## src/rtl/i2c_reg_pkg.sv

```systemverilog
package i2c_reg_pkg;
  localparam int unsigned REG_AW = 8;
  localparam int unsigned REG_DW = 8;

  typedef enum logic [2:0] {
    ST_IDLE, ST_RX, ST_ACK, ST_TX, ST_RACK, ST_IGNORE
  } slv_state_e;

  typedef enum logic [1:0] {
    RB_ADDR, RB_PTR, RB_DATA
  } rx_role_e;
endpackage

```

## src/rtl/i2c_line_filter.sv

```systemverilog
module i2c_line_filter #(
  parameter int unsigned SYNC_STAGES = 2,
  parameter int unsigned FILT_LEN    = 3
) (
  input  logic clk_i,
  input  logic rst_ni,
  input  logic line_i,
  output logic level_o,
  output logic rise_o,
  output logic fall_o
);
  logic [SYNC_STAGES-1:0] sync_q;
  logic [FILT_LEN-1:0]    hist_q;
  logic                   level_q, prev_q;

  always_ff @(posedge clk_i or negedge rst_ni) begin
    if (!rst_ni) begin
      sync_q  <= '1;
      hist_q  <= '1;
      level_q <= 1'b1;
      prev_q  <= 1'b1;
    end else begin
      sync_q <= {sync_q[SYNC_STAGES-2:0], line_i};
      hist_q <= {hist_q[FILT_LEN-2:0], sync_q[SYNC_STAGES-1]};
      // level moves only once the whole window agrees
      if (&hist_q)       level_q <= 1'b1;
      else if (~|hist_q) level_q <= 1'b0;
      prev_q <= level_q;
    end
  end

  assign level_o = level_q;
  assign rise_o  = level_q & ~prev_q;
  assign fall_o  = ~level_q & prev_q;
endmodule

```

## src/rtl/i2c_reg_bank.sv

```systemverilog
module i2c_reg_bank #(
  parameter int unsigned AW = 8,
  parameter int unsigned DW = 8
) (
  input  logic          clk_i,
  input  logic          rst_ni,
  input  logic          we_i,
  input  logic [AW-1:0] waddr_i,
  input  logic [DW-1:0] wdata_i,
  input  logic [AW-1:0] bus_raddr_i,
  output logic [DW-1:0] bus_rdata_o,
  input  logic [AW-1:0] par_raddr_i,
  output logic [DW-1:0] par_rdata_o
);
  localparam int unsigned DEPTH = 1 << AW;

  logic [DW-1:0] mem_q [DEPTH];

  for (genvar g = 0; g < DEPTH; g++) begin : g_reg
    always_ff @(posedge clk_i or negedge rst_ni) begin
      if (!rst_ni)                          mem_q[g] <= '0;
      else if (we_i && waddr_i == AW'(g))   mem_q[g] <= wdata_i;
    end
  end

  assign bus_rdata_o = mem_q[bus_raddr_i];
  assign par_rdata_o = mem_q[par_raddr_i];
endmodule

```

## src/rtl/i2c_slave_fsm.sv

```systemverilog
module i2c_slave_fsm
  import i2c_reg_pkg::*;
#(
  parameter logic [6:0] DEV_ADDR = 7'b1000000
) (
  input  logic              clk_i,
  input  logic              rst_ni,
  input  logic              sda_i,
  input  logic              scl_rise_i,
  input  logic              scl_fall_i,
  input  logic              start_i,
  input  logic              stop_i,
  input  logic [REG_DW-1:0] rd_data_i,
  output logic [REG_AW-1:0] ptr_o,
  output logic              wr_en_o,
  output logic [REG_AW-1:0] wr_addr_o,
  output logic [REG_DW-1:0] wr_data_o,
  output logic              sda_oe_o
);
  localparam int unsigned CNT_W = $clog2(REG_DW);
  localparam logic [CNT_W-1:0] LAST_BIT = CNT_W'(REG_DW - 1);

  slv_state_e        state_q;
  rx_role_e          role_q;
  logic [CNT_W-1:0]  cnt_q;
  logic [REG_DW-1:0] rx_q, tx_q;
  logic [REG_AW-1:0] ptr_q;
  logic              byte_done_q, go_tx_q, mack_q, oe_q;

  assign wr_en_o   = (state_q == ST_RX) && scl_fall_i && byte_done_q &&
                     (role_q == RB_DATA) && !start_i && !stop_i;
  assign wr_addr_o = ptr_q;
  assign wr_data_o = rx_q;
  assign ptr_o     = ptr_q;
  assign sda_oe_o  = oe_q;

  always_ff @(posedge clk_i or negedge rst_ni) begin
    if (!rst_ni) begin
      state_q     <= ST_IDLE;
      role_q      <= RB_ADDR;
      cnt_q       <= '0;
      rx_q        <= '0;
      tx_q        <= '0;
      ptr_q       <= '0;
      byte_done_q <= 1'b0;
      go_tx_q     <= 1'b0;
      mack_q      <= 1'b0;
      oe_q        <= 1'b0;
    end else if (start_i) begin
      state_q     <= ST_RX;
      role_q      <= RB_ADDR;
      cnt_q       <= '0;
      byte_done_q <= 1'b0;
      oe_q        <= 1'b0;
    end else if (stop_i) begin
      state_q     <= ST_IDLE;
      byte_done_q <= 1'b0;
      oe_q        <= 1'b0;
    end else begin
      unique case (state_q)
        ST_RX: begin
          if (scl_rise_i) begin
            rx_q <= {rx_q[REG_DW-2:0], sda_i};
            if (cnt_q == LAST_BIT) begin
              byte_done_q <= 1'b1;
              cnt_q       <= '0;
            end else begin
              cnt_q <= cnt_q + 1'b1;
            end
          end
          if (scl_fall_i && byte_done_q) begin
            byte_done_q <= 1'b0;
            unique case (role_q)
              RB_ADDR: begin
                if (rx_q[REG_DW-1:1] == DEV_ADDR) begin
                  oe_q    <= 1'b1;
                  go_tx_q <= rx_q[0];
                  role_q  <= RB_PTR;
                  state_q <= ST_ACK;
                end else begin
                  state_q <= ST_IGNORE;
                end
              end
              RB_PTR: begin
                ptr_q   <= rx_q;
                oe_q    <= 1'b1;
                go_tx_q <= 1'b0;
                role_q  <= RB_DATA;
                state_q <= ST_ACK;
              end
              default: begin
                ptr_q   <= ptr_q + 1'b1;
                oe_q    <= 1'b1;
                go_tx_q <= 1'b0;
                state_q <= ST_ACK;
              end
            endcase
          end
        end
        ST_ACK: begin
          if (scl_fall_i) begin
            cnt_q <= '0;
            if (go_tx_q) begin
              tx_q    <= rd_data_i;
              oe_q    <= ~rd_data_i[REG_DW-1];
              state_q <= ST_TX;
            end else begin
              oe_q    <= 1'b0;
              state_q <= ST_RX;
            end
          end
        end
        ST_TX: begin
          if (scl_fall_i) begin
            if (cnt_q == LAST_BIT) begin
              oe_q    <= 1'b0;
              ptr_q   <= ptr_q + 1'b1;
              state_q <= ST_RACK;
            end else begin
              tx_q  <= {tx_q[REG_DW-2:0], 1'b0};
              oe_q  <= ~tx_q[REG_DW-2];
              cnt_q <= cnt_q + 1'b1;
            end
          end
        end
        ST_RACK: begin
          if (scl_rise_i) mack_q <= ~sda_i;
          if (scl_fall_i) begin
            if (mack_q) begin
              tx_q    <= rd_data_i;
              oe_q    <= ~rd_data_i[REG_DW-1];
              cnt_q   <= '0;
              state_q <= ST_TX;
            end else begin
              state_q <= ST_IGNORE;
            end
          end
        end
        default: ;
      endcase
    end
  end
endmodule

```

## src/rtl/i2c_reg_slave.sv

```systemverilog
module i2c_reg_slave
  import i2c_reg_pkg::*;
#(
  parameter logic [6:0]  DEV_ADDR    = 7'b1000000,
  parameter int unsigned SYNC_STAGES = 2,
  parameter int unsigned FILT_LEN    = 3
) (
  input  logic              clk_i,
  input  logic              rst_ni,
  input  logic              scl_i,
  input  logic              sda_i,
  output logic              sda_oe_o,
  input  logic [REG_AW-1:0] reg_raddr_i,
  output logic [REG_DW-1:0] reg_rdata_o
);
  localparam int unsigned N_LINES = 2;

  logic [N_LINES-1:0] raw, lvl, rise, fall;
  assign raw = {sda_i, scl_i};

  for (genvar g = 0; g < N_LINES; g++) begin : g_line
    i2c_line_filter #(
      .SYNC_STAGES(SYNC_STAGES),
      .FILT_LEN   (FILT_LEN)
    ) i_filt (
      .clk_i  (clk_i),
      .rst_ni (rst_ni),
      .line_i (raw[g]),
      .level_o(lvl[g]),
      .rise_o (rise[g]),
      .fall_o (fall[g])
    );
  end

  logic scl_lvl, sda_lvl, scl_rise, scl_fall, start_det, stop_det;
  assign scl_lvl   = lvl[0];
  assign sda_lvl   = lvl[1];
  assign scl_rise  = rise[0];
  assign scl_fall  = fall[0];
  assign start_det = fall[1] & scl_lvl;
  assign stop_det  = rise[1] & scl_lvl;

  logic              wr_en;
  logic [REG_AW-1:0] wr_addr, ptr;
  logic [REG_DW-1:0] wr_data, bus_rdata;

  i2c_slave_fsm #(.DEV_ADDR(DEV_ADDR)) i_fsm (
    .clk_i     (clk_i),
    .rst_ni    (rst_ni),
    .sda_i     (sda_lvl),
    .scl_rise_i(scl_rise),
    .scl_fall_i(scl_fall),
    .start_i   (start_det),
    .stop_i    (stop_det),
    .rd_data_i (bus_rdata),
    .ptr_o     (ptr),
    .wr_en_o   (wr_en),
    .wr_addr_o (wr_addr),
    .wr_data_o (wr_data),
    .sda_oe_o  (sda_oe_o)
  );

  i2c_reg_bank #(.AW(REG_AW), .DW(REG_DW)) i_bank (
    .clk_i      (clk_i),
    .rst_ni     (rst_ni),
    .we_i       (wr_en),
    .waddr_i    (wr_addr),
    .wdata_i    (wr_data),
    .bus_raddr_i(ptr),
    .bus_rdata_o(bus_rdata),
    .par_raddr_i(reg_raddr_i),
    .par_rdata_o(reg_rdata_o)
  );
endmodule

```

## config.mk

```make
export PLATFORM = sky130hd
export DESIGN_NAME = i2c_reg_slave
export DESIGN_NICKNAME = d
export VERILOG_FILES = /design/src/rtl/i2c_reg_pkg.sv /design/src/rtl/i2c_line_filter.sv /design/src/rtl/i2c_reg_bank.sv /design/src/rtl/i2c_slave_fsm.sv /design/src/rtl/i2c_reg_slave.sv
export SDC_FILE = /design/constraint.sdc
export NUM_CORES = 2
export LEC_CHECK = 0
export ABC_AREA = 0
export BUFFER_PORTS_ARGS = -buffer_cell sky130_fd_sc_hd__buf_2
export CORE_ASPECT_RATIO = 1.75
export CORE_MARGIN = 8
export CORE_UTILIZATION = 45
export CTS_BUF_LIST = sky130_fd_sc_hd__clkbuf_4
export DETAILED_ROUTE_END_ITERATION = 10
export PLACE_DENSITY = 0.68
export SLEW_MARGIN = 20
export SYNTH_ARGS = -nofsm -noshare
export SYNTH_HDL_FRONTEND = slang
export SYNTH_SLANG_ARGS = --single-unit
```

## constraint.sdc

```tcl
create_clock -name clk_i -period 5.6 [get_ports clk_i]
set_clock_uncertainty 0.1 [all_clocks]
set_input_delay 0.56 -clock clk_i [delete_from_list [all_inputs] [get_ports clk_i]]
set_output_delay 0.56 -clock clk_i [all_outputs]
set_load 0.05 [all_outputs]
```

Word-level counts from Yosys, hierarchy flattened
Cells that the tools add are included.
- bitwise gates (word level): 16
- reductions and logical operators: 290
- $lt $le $gt $ge: 2
- shift operators: 0
- multipliers: 0
- mux-type cells: 70
- add/subtract/negate cells: 2
- equal/unequal tests: 290
- divide/modulo/power cells: 0
- operators by type and width (kind ; number):
    8-bit == test, second input constant ; 128
    8-bit by 7-bit == test with 1-bit output, second input constant ; 64
    1-bit logical AND ; 262
    8-bit by 6-bit == test with 1-bit output, second input constant ; 32
    8-bit binary-select mux with 8-bit select ; 2
    8-bit by 5-bit == test with 1-bit output, second input constant ; 16
    8-bit by 4-bit == test with 1-bit output, second input constant ; 8
    3-bit two-way mux ; 19
    8-bit two-way mux ; 7
    7-bit two-way mux ; 6
    8-bit by 3-bit == test with 1-bit output, second input constant ; 4
    8-bit one-hot mux with 2 select lines ; 2
    3-bit one-hot mux with 4 select lines ; 2
    1-bit two-way mux ; 23
    7-bit one-hot mux with 3 select lines ; 1
    2-bit by 1-bit != test with 1-bit output, second input constant ; 10
    4-bit by 1-bit != test with 1-bit output, second input constant ; 5
    9-bit >= comparator, second input constant ; 2
    8-bit NOT with 9-bit output ; 2
    8-bit by 2-bit == test with 1-bit output, second input constant ; 2
    3-bit by 1-bit != test with 1-bit output, second input constant ; 5
    7-bit AND reduction ; 2
    2-bit two-way mux ; 6
    5-bit AND reduction ; 2
    31 further kinds ; 58
- bits in registers: 2097
- bits in read-only memories: 0
- logic and storage cells: 944
- RAM bits: 0
- bits of input ports: 12
- output and inout bits: 9
- latch bits: 0
- memories: 0

Depth between registers and ports, before layout
- depth in word-level cells: 10
- depth in mapped cells: 14
- mapped depth without buffers: 9

Modules after synthesis
A second synthesis with hierarchy kept.
- cell total of the unflattened synthesis: 7712
- area total of the unflattened synthesis: 111519.5 um2
- modules (own cells, without submodules) (module ; sequential area each (um2) ; instances ; area an instance (um2) ; cells an instance):
    i2c_reg_bank ; 51249.2 ; 1 ; 108884.4 ; 7456
    i2c_slave_fsm ; 875.8 ; 1 ; 2192.1 ; 228
    i2c_line_filter ; 183.9 ; 2 ; 215.2 ; 13
    i2c_reg_slave ; 0.0 ; 1 ; 12.5 ; 2

Worst setup path after synthesis
Ideal clock, no wire load.
- path kind: input -> output
- start point: in reg_raddr_i[0]
- end point: out reg_rdata_o[0]
- cell stages on the path: 8
- data required time: 4.940 ns
- path slack: 1.779 ns
- buffers on the path: 3
- data arrival time: 3.161 ns
- cells stage by stage: buf_2 -> clkbuf_1 -> buf_1 -> mux4_2 -> mux4_2 -> mux2i_1 -> a22oi_1 -> and4_1
- longest elaborated chain between the ends: 4
- RTL lines (what ; RTL line ; RTL):
    start, declared ; i2c_reg_slave.sv:13 ; input logic [REG_AW-1:0] reg_raddr_i,
    8-bit NOT with 9-bit output (implied by the code) ; i2c_reg_bank.sv:27 ; assign par_rdata_o = mem_q[par_raddr_i];
    8-bit binary-select mux with 8-bit select ; i2c_reg_bank.sv:27 ;
    8-bit two-way mux (implied by the code) (2 in series) ; i2c_reg_bank.sv:27 ;
    end, declared ; i2c_reg_slave.sv:14 ; output logic [REG_DW-1:0] reg_rdata_o
Every way passes these cells. The select of a mux whose other input is x is not followed.

Worst setup path after layout
- start point: reg i_fsm.ptr_q[1] (netlist: i_fsm.ptr_o[1])
- end point: reg i_bank.mem_q[1756] (netlist name)
- longest elaborated chain between the ends: 2
- RTL lines (what ; RTL line ; RTL):
    start, declared ; i2c_slave_fsm.sv:27 ; logic [REG_AW-1:0] ptr_q;
    start signal, assigned ; i2c_slave_fsm.sv:85 ; ptr_q <= rx_q;
    start signal, assigned ; i2c_slave_fsm.sv:92 ; ptr_q <= ptr_q + 1'b1;
    start signal, assigned ; i2c_slave_fsm.sv:117 ; ptr_q <= ptr_q + 1'b1;
    8-bit by 6-bit == test with 1-bit output ; i2c_reg_bank.sv:22 ; else if (we_i && waddr_i == AW'(g)) mem_q[g] <= wdata_i;
    1-bit logical AND ; i2c_reg_bank.sv:22 ;
    end signal, assigned by index ; i2c_reg_bank.sv:22 ;
    end, declared ; i2c_reg_bank.sv:17 ; logic [DW-1:0] mem_q [DEPTH];
Every way passes these cells.
A chain may end at the register's enable or synchronous reset.

==> flow_metrics.tcl <==
set metrics [dict create \
    rows 242 \
    synth_edf_count 0 \
    grtUsageMet3_pct 7.34 \
    setup_tns_ns 0 \
    met2_usage_pct 46.7 \
    syn_nets 7264 \
    clk_pin_slew_ns 0.07 \
    period_share_pct 91.2 \
    critPathMaxFanout 29 \
    synth_cells 7246 \
    grt_use_met1_pct 32.3 \
    hold_class "flip-flop to flip-flop" \
    io_buffers 20 \
    endpoint_kind "flip-flop" \
    hold_violations 0 \
    wl_um 400000 \
    nNetsFinal 7434 \
    setup_violations 0 \
    slew-limit-headroom_pct 0.369 \
    initial_core_util_pct 45.2 \
    rsz0062_at_grt "false" \
    vias_per_cell 6.69 \
    ios 21 \
    gp_congestion 0.957 \
    ys_seq_elements 2097 \
    overflow 0 \
    wl_per_cell_um 36.1 \
    ys_seq_area_share_pct 46.8 \
    ant_nets 0 \
    arrival_ns 6.17 \
    crit_type "flip-flop to flip-flop" \
    power.leakage_uw 0.0569 \
    drt_iter0_markers 7495 \
    post-route-min-period_ns 5.11 \
    post-route-util_pct 49.7 \
    timing.fmax_mhz 196 \
    grt.busiest_layer "met2" \
    startpoint_type "flip-flop" \
    dr.pass1.iters 6 \
    synth_area_um2 112000 \
    drive_gt1_share_pct 51.5 \
    synth_cell_types 81 \
    cp.required_ns 6.66 \
    status "completed" \
    synth.avg_cell_area_um2 15.5 \
    async_flop_share_pct 100 \
    drc_errors 0 \
    die_x_um 394 \
    cap_violations 0 \
    cts.sinks 2097 \
    final_max_slew_viol_count 0 \
    tightestPinTransition_ns 1.49 \
    grt_pass1_wl_um 576000 \
    worst_skew_pair.late_latency_ns 1.37 \
    cts_tree "yes" \
    ys.flop_type "dfrtp_1" \
    vdd_drop_max_uv 207 \
    power_density_nw_per_um2 244 \
    core_area_um2 248000 \
    grt_usage_pct 29.6 \
    antenna_found_initial 40 \
    area_delta_synth_final_pct 9.98 \
    vias 74300 \
    cts_setup_buffers 0 \
    place_hpwl_um 273000 \
    chipHeight_um 677 \
    grt_max_degree 173 \
    clk_path_buf_depth 4 \
    grt_pass1_vias 78200 \
    htree_levels 5 \
    die_area_um2 266000 \
    cts_root_buf "clkbuf_4" \
    numCtsBuffers 475 \
    ys_warn_count 0 \
]
==> cell usage after synthesis (6+ instances only) <==
library cell | n | share of area [%]
dfrtp_1 | 2083 | 46
mux2_2 | 1674 | 17
mux4_2 | 1108 | 22
clkbuf_1 | 427 | 1.4
mux2_1 | 413 | 4.1
nand2_1 | 332 | 1.1
mux2i_1 | 236 | 2.1
buf_1 | 107 | 0.36
a22oi_1 | 104 | 0.70
a21oi_1 | 77 | 0.34
o21ai_0 | 74 | 0.33
buf_2 | 68 | 0.30
nand2_2 | 63 | 0.35
nor2_1 | 42 | 0.14
buf_4 | 36 | 0.24
nand3_1 | 28 | 0.12
a31oi_1 | 23 | 0.13
nand2_4 | 20 | 0.20
inv_1 | 15 | 0.050
o22ai_1 | 15 | 0.084
a221oi_1 | 14 | 0.11
and2_1 | 14 | 0.078
dfstp_2 | 14 | 0.33
nand2b_1 | 14 | 0.078
nor2b_1 | 13 | 0.072
nor3_1 | 13 | 0.058
a211oi_1 | 12 | 0.080
and3_1 | 12 | 0.067
nand4_1 | 12 | 0.067
o211ai_1 | 12 | 0.080
a32oi_1 | 10 | 0.078
and4_1 | 10 | 0.078
o31ai_1 | 10 | 0.067
o2111ai_1 | 9 | 0.070
a2111oi_0 | 8 | 0.062
nor3_2 | 8 | 0.071
nor4_1 | 8 | 0.045
buf_6 | 7 | 0.070
ha_1 | 6 | 0.067
==> critical path: stages, from the launching register on <==
cell	delay, ns
dfrtp_4	0.75
inv_2	0.72
ha_1	0.57
inv_1	0.33
nor3_4	1.10
nand2_1	0.79
mux2_2	0.49
==> per-layer routing <==
layer	wire, µm	part of all wire, %
met1	131000	33
met2	189000	47
met3	32500	8.1
met4	47700	12
met5	102	0.025
==> final timing paths <==
kind / cells past startpoint / startpoint / to / slack [ns]
max in group asynchronous: 5 / rst_ni / i_fsm.wr_data_o[0]$_DFFE_PN0P_ / 3.63
max reg2reg: 6 / i_fsm.ptr_o[1]$_DFFE_PN0P_ / i_bank.mem_q[1756]$_DFFE_PN0P_ / 0.49
min reg2reg: 0 / g_line[1].i_filt.sync_q[1]$_DFF_PN1_ / g_line[1].i_filt.hist_q[0]$_DFF_PN1_ / 0.25
min: 0 / g_line[1].i_filt.sync_q[1]$_DFF_PN1_ / g_line[1].i_filt.hist_q[0]$_DFF_PN1_ / 0.25
min in group asynchronous: 4 / rst_ni / i_bank.mem_q[1062]$_DFFE_PN0P_ / 0.58
max: 6 / i_fsm.ptr_o[1]$_DFFE_PN0P_ / i_bank.mem_q[1756]$_DFFE_PN0P_ / 0.49
==> registers in the layout, indices dropped and copies added (netlist names), 3 cells and up <==
name                  count
g_line.i_filt.sync_q      4
i_bank.mem_q           2048
i_fsm.state_q             3
i_fsm.cnt_q               3
g_line.i_filt.hist_q      6
i_fsm.tx_q                7
i_fsm.wr_data_o           8
i_fsm.ptr_o               8
==> report_power, final <==
group	internal, µW	switching, µW	total, µW
Clock	6090	6340	12400
Combinational	450	1760	2210
Sequential	15200	304	15500
Total	21700	8410	30100
==> cell usage in the layout, fill, tap and decap left out, types with 10 or more instances in the layout <==
cell	count
o21ai_0	74
diode_2	25
nor2_1	36
buf_12	58
a221oi_1	14
a211oi_1	10
and4_1	10
mux2_2	1674
and2_1	13
mux2i_1	236
clkinv_1	112
o22ai_1	15
nand4_1	12
buf_2	13
a21oi_1	76
buf_4	254
nand2_2	63
o31ai_1	10
dfrtp_4	12
nand2_4	20
clkbuf_4	711
a22oi_1	104
nand2b_1	14
mux4_2	1108
a31oi_1	23
nor3_1	10
o211ai_1	12
and3_1	12
dfstp_2	14
dfrtp_1	2068
nand3_1	28
nand2_1	332
inv_1	13
mux2_1	413
a32oi_1	10
==> layout make-up <==
| type | count | area [µm²] |
|---|---|---|
| multi-input combinational | 4488 | 57300 |
| clock buffer | 711 | 5340 |
| antenna | 25 | 62.6 |
| tap | 3294 | 4120 |
| clock inverter | 135 | 724 |
| inverter | 16 | 67.6 |
| timing repair buffer | 338 | 3300 |
| fill | 21300 | 125000 |
| sequential | 2097 | 52500 |
==> cells by family (layout without fill, tap and decap cells) <==
| logic type | Yosys count | in the layout | share of synthesized area, % |
|---|---|---|---|
| fa+ha+maj | 6 | 6 | 0.0669 |
| compound gates | 417 | 417 | 2.53 |
| xor+xnor | 1 | 1 | 0.00780 |
| simple gates | 633 | 633 | 2.90 |
| mux | 3431 | 3431 | 45.3 |
| other cells | 0 | 25 | 0 |
| flops | 2097 | 2097 | 46.8 |
| buf+inv | 661 | 1200 | 2.45 |
==> per-stage QoR <==
| stage | cell area [µm²] | power (µW) | cells | setup slack (ns) | hold WS [ns] |
|---|---|---|---|---|---|
| floorplan | 112000 | 16800 | 7246 | 1.78 | 0.164 |
| global route | 123000 | 31100 | 11100 | 0.505 | 0.251 |
| global placement | 117000 | 17900 | 10200 | 0.679 | 0.246 |
| finish | 123000 | 30100 | 11100 | 0.492 | 0.253 |
| detailed placement | 117000 | 18000 | 10200 | 0.683 | 0.247 |
| CTS | 123000 | 30300 | 11100 | 0.565 | 0.217 |
==> timing repair <==
item / in CTS / in global routing
hold endpoints to repair: 1449 / 0
gates resized for setup: 0 / 0
hold buffers: 7 / 0
Note: power is estimated with default switching activity, not from simulation.
